**src/rtl/brf_pkg.sv**
```systemverilog
package brf_pkg;
  localparam int WORD_W = 16;
  localparam int AXES = 6;
  localparam logic [WORD_W-1:0] BURST_CMD = 16'h6800;
  localparam logic [2:0] TSTAMP_MODE = 3'b010;

  typedef logic [AXES-1:0][31:0] axis_set_t;

  // Unsigned sum of the two bytes of a word, widened to a word.
  function automatic logic [WORD_W-1:0] byte_sum(input logic [WORD_W-1:0] w);
    return {8'd0, w[15:8]} + {8'd0, w[7:0]};
  endfunction

  // Number of words that precede the checksum.
  function automatic logic [4:0] data_words(input logic wide);
    return wide ? 5'd15 : 5'd9;
  endfunction

  // Word at position idx of the data part of a burst.
  function automatic logic [WORD_W-1:0] pick_word(input logic [4:0] idx, input logic wide,
                                                  input axis_set_t s, input logic [15:0] stat,
                                                  input logic [15:0] temp, input logic [15:0] ctr);
    logic [4:0] n;
    logic [4:0] k;
    int a;
    n = data_words(wide);
    k = idx - 5'd1;
    if (idx >= n) return '0;
    if (idx == 5'd0) return stat;
    if (idx == n - 5'd2) return temp;
    if (idx == n - 5'd1) return ctr;
    if (wide) begin
      a = int'(k >> 1);
      return k[0] ? s[a][31:16] : s[a][15:0];
    end
    a = int'(k);
    return s[a][31:16];
  endfunction
endpackage

```
**src/rtl/brf_shifter.sv**
```systemverilog
module brf_shifter #(
  parameter int W = 16
) (
  input  logic         clk,
  input  logic         rst_n,
  input  logic         cs_n,
  input  logic         bit_en,
  input  logic         mosi,
  input  logic [W-1:0] load_word,
  output logic         miso,
  output logic         frame_done,
  output logic [W-1:0] rx_word
);
  localparam int CW = $clog2(W);
  localparam logic [CW-1:0] LAST = CW'(W - 1);

  logic [CW-1:0] bitcnt;
  logic [W-1:0]  rx_q;
  logic [W-1:0]  tx_q;

  assign frame_done = bit_en && !cs_n && (bitcnt == LAST);
  assign rx_word    = {rx_q[W-2:0], mosi};
  assign miso       = tx_q[W-1];

  always_ff @(posedge clk or negedge rst_n) begin
    if (!rst_n) begin
      bitcnt <= '0;
      rx_q   <= '0;
      tx_q   <= '0;
    end else if (cs_n) begin
      bitcnt <= '0;
      tx_q   <= '0;
    end else if (bit_en) begin
      rx_q <= rx_word;
      if (bitcnt == LAST) begin
        bitcnt <= '0;
        tx_q   <= load_word;
      end else begin
        bitcnt <= bitcnt + 1'b1;
        tx_q   <= tx_q << 1;
      end
    end
  end
endmodule

```
**src/rtl/brf_snapshot.sv**
```systemverilog
module brf_snapshot
  import brf_pkg::*;
(
  input  logic        clk,
  input  logic        rst_n,
  input  logic        capture,
  input  logic        wide_mode,
  input  logic        delta_sel,
  input  logic [2:0]  clk_mode,
  input  logic [95:0] gyro_in,
  input  logic [95:0] accel_in,
  input  logic [95:0] dang_in,
  input  logic [95:0] dvel_in,
  input  logic [15:0] temp_in,
  input  logic [15:0] cnt_in,
  input  logic [15:0] tstamp_in,
  output axis_set_t   sens,
  output logic [15:0] temp_q,
  output logic [15:0] ctr_q,
  output logic        wide_q
);
  always_ff @(posedge clk or negedge rst_n) begin
    if (!rst_n) begin
      sens   <= '0;
      temp_q <= '0;
      ctr_q  <= '0;
      wide_q <= 1'b0;
    end else if (capture) begin
      for (int i = 0; i < 3; i++) begin
        sens[i]   <= delta_sel ? dang_in[32*i +: 32] : gyro_in[32*i +: 32];
        sens[i+3] <= delta_sel ? dvel_in[32*i +: 32] : accel_in[32*i +: 32];
      end
      temp_q <= temp_in;
      ctr_q  <= (clk_mode == TSTAMP_MODE) ? tstamp_in : cnt_in;
      wide_q <= wide_mode;
    end
  end


  frozen_chk: assert property (@(posedge clk) disable iff (!rst_n)
    !capture |=> $stable(sens) && $stable(ctr_q));
endmodule

```
**src/rtl/brf_sequencer.sv**
```systemverilog
module brf_sequencer
  import brf_pkg::*;
(
  input  logic        clk,
  input  logic        rst_n,
  input  logic        cs_n,
  input  logic        frame_done,
  input  logic [15:0] rx_word,
  input  logic [15:0] status_in,
  input  axis_set_t   sens,
  input  logic [15:0] temp_q,
  input  logic [15:0] ctr_q,
  input  logic        wide_q,
  output logic        start,
  output logic        active,
  output logic [15:0] load_word
);
  logic [4:0]  idx;
  logic [4:0]  n_data;
  logic [15:0] csum;
  logic [15:0] stat_q;

  assign n_data = data_words(wide_q);
  assign start  = frame_done && !active && (rx_word == BURST_CMD);

  always_comb begin
    if (start)                          load_word = status_in;
    else if (active && idx < n_data)    load_word = pick_word(idx, wide_q, sens, stat_q, temp_q, ctr_q);
    else if (active && idx == n_data)   load_word = csum;
    else                                load_word = '0;
  end

  always_ff @(posedge clk or negedge rst_n) begin
    if (!rst_n) begin
      active <= 1'b0;
      idx    <= '0;
      csum   <= '0;
      stat_q <= '0;
    end else if (cs_n) begin
      active <= 1'b0;
      idx    <= '0;
      csum   <= '0;
    end else if (frame_done) begin
      if (start) begin
        active <= 1'b1;
        idx    <= 5'd1;
        csum   <= byte_sum(status_in);
        stat_q <= status_in;
      end else if (active) begin
        if (idx < n_data) begin
          csum <= csum + byte_sum(load_word);
          idx  <= idx + 5'd1;
        end else if (idx == n_data) begin
          idx <= idx + 5'd1;
        end else begin
          active <= 1'b0;
          idx    <= '0;
        end
      end
    end
  end


  start_chk: assert property (@(posedge clk) disable iff (!rst_n)
    (start && !cs_n) |=> active && idx == 5'd1);

  abort_chk: assert property (@(posedge clk) disable iff (!rst_n)
    cs_n |=> !active);

  idx_bound_chk: assert property (@(posedge clk) disable iff (!rst_n)
    active |-> idx <= n_data + 5'd1);

  csum_hold_chk: assert property (@(posedge clk) disable iff (!rst_n)
    (active && !frame_done && !cs_n) |=> $stable(csum));
endmodule

```
**src/rtl/burst_frame_gen.sv**
```systemverilog
module burst_frame_gen
  import brf_pkg::*;
(
  input  logic        clk,
  input  logic        rst_n,
  input  logic        cs_n,
  input  logic        bit_en,
  input  logic        mosi,
  output logic        miso,
  input  logic        wide_mode,
  input  logic        delta_sel,
  input  logic [2:0]  clk_mode,
  input  logic [15:0] status_in,
  input  logic [95:0] gyro_in,
  input  logic [95:0] accel_in,
  input  logic [95:0] dang_in,
  input  logic [95:0] dvel_in,
  input  logic [15:0] temp_in,
  input  logic [15:0] cnt_in,
  input  logic [15:0] tstamp_in
);
  logic        frame_done;
  logic [15:0] rx_word;
  logic [15:0] load_word;
  logic        start;
  logic        active;
  axis_set_t   sens;
  logic [15:0] temp_q;
  logic [15:0] ctr_q;
  logic        wide_q;

  brf_shifter #(.W(WORD_W)) u_shift (
    .clk(clk), .rst_n(rst_n), .cs_n(cs_n), .bit_en(bit_en), .mosi(mosi),
    .load_word(load_word), .miso(miso), .frame_done(frame_done), .rx_word(rx_word)
  );

  brf_snapshot u_snap (
    .clk(clk), .rst_n(rst_n), .capture(start), .wide_mode(wide_mode),
    .delta_sel(delta_sel), .clk_mode(clk_mode), .gyro_in(gyro_in),
    .accel_in(accel_in), .dang_in(dang_in), .dvel_in(dvel_in),
    .temp_in(temp_in), .cnt_in(cnt_in), .tstamp_in(tstamp_in),
    .sens(sens), .temp_q(temp_q), .ctr_q(ctr_q), .wide_q(wide_q)
  );

  brf_sequencer u_seq (
    .clk(clk), .rst_n(rst_n), .cs_n(cs_n), .frame_done(frame_done),
    .rx_word(rx_word), .status_in(status_in), .sens(sens), .temp_q(temp_q),
    .ctr_q(ctr_q), .wide_q(wide_q), .start(start), .active(active),
    .load_word(load_word)
  );


  idle_quiet_chk: assert property (@(posedge clk) disable iff (!rst_n)
    (cs_n || (!active && !start)) |=> !(active) || !cs_n);
endmodule

```
**config.mk**
```make
export PLATFORM = sky130hd
export DESIGN_NAME = burst_frame_gen
export DESIGN_NICKNAME = d
export VERILOG_FILES = /design/src/rtl/brf_pkg.sv /design/src/rtl/brf_shifter.sv /design/src/rtl/brf_snapshot.sv /design/src/rtl/brf_sequencer.sv /design/src/rtl/burst_frame_gen.sv
export SDC_FILE = /design/constraint.sdc
export NUM_CORES = 1
export LEC_CHECK = 0
export CAP_MARGIN = 15
export CORE_ASPECT_RATIO = 0.8
export CORE_UTILIZATION = 50
export CTS_BUF_LIST = sky130_fd_sc_hd__clkbuf_16
export CTS_CLUSTER_SIZE = 14
export DETAILED_ROUTE_END_ITERATION = 7
export PLACE_DENSITY = 0.92
export SLEW_MARGIN = 20
export SYNTH_ARGS = -nofsm -noshare
export SYNTH_HDL_FRONTEND = slang
export SYNTH_HIERARCHICAL = 1
export SYNTH_SLANG_ARGS = --single-unit
```
**constraint.sdc**
```tcl
create_clock -name clk -period 12.6 [get_ports clk]
set_clock_uncertainty 0.15 [all_clocks]
set_input_delay 1.26 -clock clk [delete_from_list [all_inputs] [get_ports clk]]
set_output_delay 1.26 -clock clk [all_outputs]
set_load 0.01 [all_outputs]
```
==> key figures <==
Global routing
  – Vias in the first global route: 15400
  – First-pass GRT wire length: 94.4 mm
  – Overall routing resource usage: 35.3%
  – Initial antenna violation count: 11
  – Largest net degree at the start of global routing: 267
  – Grt ovf: 0

Timing
  – Slew HR: 17.5%
  – Max-slew violations: 0
  – RSZ-0062 raised after global routing: false
  – Hold Violations, Final: 0
  – Slew @ Worst Pin: 1.24 ns
  – Final worst-path cycle share: 53.7%
  – Min Clock Period, post-route: 6.77 ns
  – F_max: 0.148 GHz
  – Setup tns final: 0 ns
  – Setup slack after layout: 5.83 ns
  – Hold_ws: 0.353 ns
  – Setup violators final: 0

Clocking
  – Cts hold-fix bufs: 0
  – CTS tree: yes
  – CTS Buffer Depth: 3
  – Post-CTS setup buffers: 0
  – CTS Buf Count: 34
  – Number of H-tree levels: 2
  – Clock-pin transition on the worst setup and hold timing paths: 0.06 ns
  – Resize count post-CTS: 0
  – Root Buffer: clkbuf_16
  – Clock Latency Late Sink: 0.53 ns
  – CTS sink cnt: 298

Setup path
  – Cells along the critical path: clkdlybuf4s50_1 > nand2_2 > nor3_4 > inv_1 > or3_1 > or2_4 > o21ai_0 > a21boi_0 > a211oi_1 > fa_1 > inv_1 > fa_1 > a211oi_1 > nor2_1 > o31ai_1 > a2111oi_0 > xnor2_1 > nor2_1
  – Buffers & Inverters on Critical Path: 3
  – Crit path required time: 12.85 ns
  – Worst setup EP type: flip-flop
  – Max stage delay on crit path: 0.70 ns
  – Critical Path AT: 7.02 ns
  – Slowest stage cell, crit path: clkdlybuf4s50_1
  – Cell family with most CP delay: simple AND/OR/NAND/NOR gates
  – Critical path launch point type: primary input
  – Crit Path Max Fanout: 21
  – WS Path Type: in -> reg

Yosys
  – Share of the synthesized area in the top cell type: 42.1%
  – Largest area contributor in the netlist: dfrtp_1
  – Mapped Cells: 1736
  – Number of enable flip-flop cells after synthesis: 0
  – Cell variety after synth: 76
  – Syn_nets: 2226
  – Dominant cells by area after synthesis: dfrtp_1 42%, mux2i_1 11%, a21oi_1 6.7%
  – Sequential fraction of the synthesis area: 42.1%
  – Synthesized flop and latch total: 298
  – Ys async rst share: 100%
  – Post-synth top cells: 298 x dfrtp_1, 250 x nor2_1, 237 x a21oi_1
  – Most frequent cell after synthesis: dfrtp_1
  – Dominant synthesized flop cell: dfrtp_1
  – Mean Syn Cell Area: 10.2 sq um
  – Yosys Warn Count: 6
  – Cell Area, Synth: 17700 sq um

Placement
  – Gpl congestion: 0.959
  – I/O Buffers: 458
  – Post-DP HPWL: 48.8 mm
  – Dpl cell area: 22300 sq um
  – Pre-CTS WS: 5.39 ns

Power and ir drop
  – Leak: 10.6 nW
  – Max rail drop VDD: 72.0 uV
  – Pwr/cell area: 98.4 nW/um^2

Floorplanning
  – Initial core utilization: 50.9%
  – Core box area: 34800 sq um
  – Die area: 36200 sq um
  – Rows: 61
  – IO Pins: 459
  – Die Width: 212 um
  – Die Y-Extent: 170 um

Layout
  – Post-route cell area: 23500 sq um
  – # fillers: 2635
  – Nets: 2604
  – Share of cells above drive strength 1: 10.7%
  – Area of the multi-input gates: 9390 sq um
  – Storage cell area: 7460 sq um
  – Area delta synth->final: 32.8%

Drt
  – Via Count: 15900
  – DRT iter0 DRCs: 1728
  – Antenna-violating nets left: 0
  – Vias per inst: 6.07
  – DRC viols: 0
  – WL final: 64.8 mm
  – Routed WL per cell: 24.7 um
  – DR pass1 iterations: 5

Job
  – Max-cap viol count: 0

Run status
  – Status: finished clean

Min path
  – Worst Hold Class: reg -> reg
[registers in the layout, indices dropped and copies added (netlist names)]
name / flops
u_snap/temp_q: 16
u_snap/wide_q: 1
u_seq/stat_q: 16
u_snap/ctr_q: 16
u_snap/sens: 192
u_seq/csum: 16
u_shift/rx_q: 15
u_shift/bitcnt: 4
u_seq/active: 1
u_seq/idx: 5
u_shift/tx_q: 16
[final timing paths]
path	from	to	slack [ns]	cells after the start
min in group asynchronous	rst_n	u_shift/rx_q[7]	0.59	1
max	bit_en	u_seq/csum[11]	5.83	18
min	u_seq/stat_q[15]	u_seq/stat_q[15]	0.35	1
max in group asynchronous	rst_n	u_snap/sens[4]	9.43	3
min reg2reg	u_seq/stat_q[15]	u_seq/stat_q[15]	0.35	1
max reg2reg	u_seq/idx[0]	u_seq/csum[11]	6.03	17
[worst reg2reg max path: stages (launching register included)]
cell and delay, ns:
dfrtp_4 0.61, inv_1 0.21, ha_4 0.53, buf_4 0.70, and2_1 0.69, a221o_1 0.24, nand2_1 0.05, or4_1 0.57
nand2_1 0.14, fa_1 0.43, ha_1 0.24, fa_1 0.43, a211oi_1 0.24, nor2_1 0.14, o31ai_1 0.56, a2111oi_0 0.27
xnor2_1 0.20, nor2_1 0.05
[stage by stage]
| step | power (mW) | util [%] | instances |
|---|---|---|---|
| after global routing | 2.38 | 67.6 | 2623 |
| after floorplan | 1.11 | - | 1736 |
| after detailed placement | 1.31 | 64.2 | 2550 |
| after global placement | 1.30 | 64.2 | 2550 |
| after CTS | 2.32 | 67.5 | 2612 |
| final | 2.31 | 67.6 | 2623 |
[logic make-up (layout without fill, tap and decap cells)]
logic type | count (synthesis) | count (layout) | share of synthesized area [%]
simple gates | 449 | 449 | 10.9
compound gates | 441 | 441 | 15.9
mux | 325 | 325 | 22.2
flops | 298 | 298 | 42.1
buf+inv | 172 | 576 | 5.22
fa+ha+maj | 32 | 32 | 2.68
xor+xnor | 19 | 19 | 0.940
other cells | 0 | 11 | 0
[layout by cell type (no fill, tap or decap), types with 37 or more instances in the layout]
cell type | netlist | layout
clkbuf_16 | 0 | 37
a21oi_1 | 237 | 237
dfrtp_1 | 298 | 297
nand2_1 | 110 | 110
clkdlybuf4s50_1 | 0 | 456
nor2_1 | 250 | 249
mux2i_1 | 198 | 198
inv_1 | 36 | 43
mux2_2 | 80 | 80
mux4_2 | 46 | 46
[per-layer routing]
| metal | global-route usage (%) | vias up | part of all wire, % |
|---|---|---|---|
| met3 | 7.44 | 109 | 10 |
| met1 | 50.6 | 7757 | 42 |
| li1 | - | 7117 | - |
| met5 | 0 | - | 0 |
| met2 | 53.3 | 933 | 45 |
| met4 | 11.7 | 0 | 2.9 |
[final cells by class]
type / instances / area share [%]
Clock buffer: 37 / 3.94
Multi-Input combinational cell: 1266 / 39.9
Inverter: 36 / 0.575
Timing Repair Buffer: 478 / 20.2
Sequential cell: 298 / 31.7
Antenna cell: 11 / 0.117
Clock inverter: 25 / 0.958
Tap cell: 472 / 2.51
[power breakdown]
part           switching, mW  total, mW  internal [mW]
Clock                  0.410       1.02          0.612
Sequential            0.0164      0.995          0.978
Combinational          0.115      0.297          0.182
Note: power is estimated with default switching activity, not from simulation.
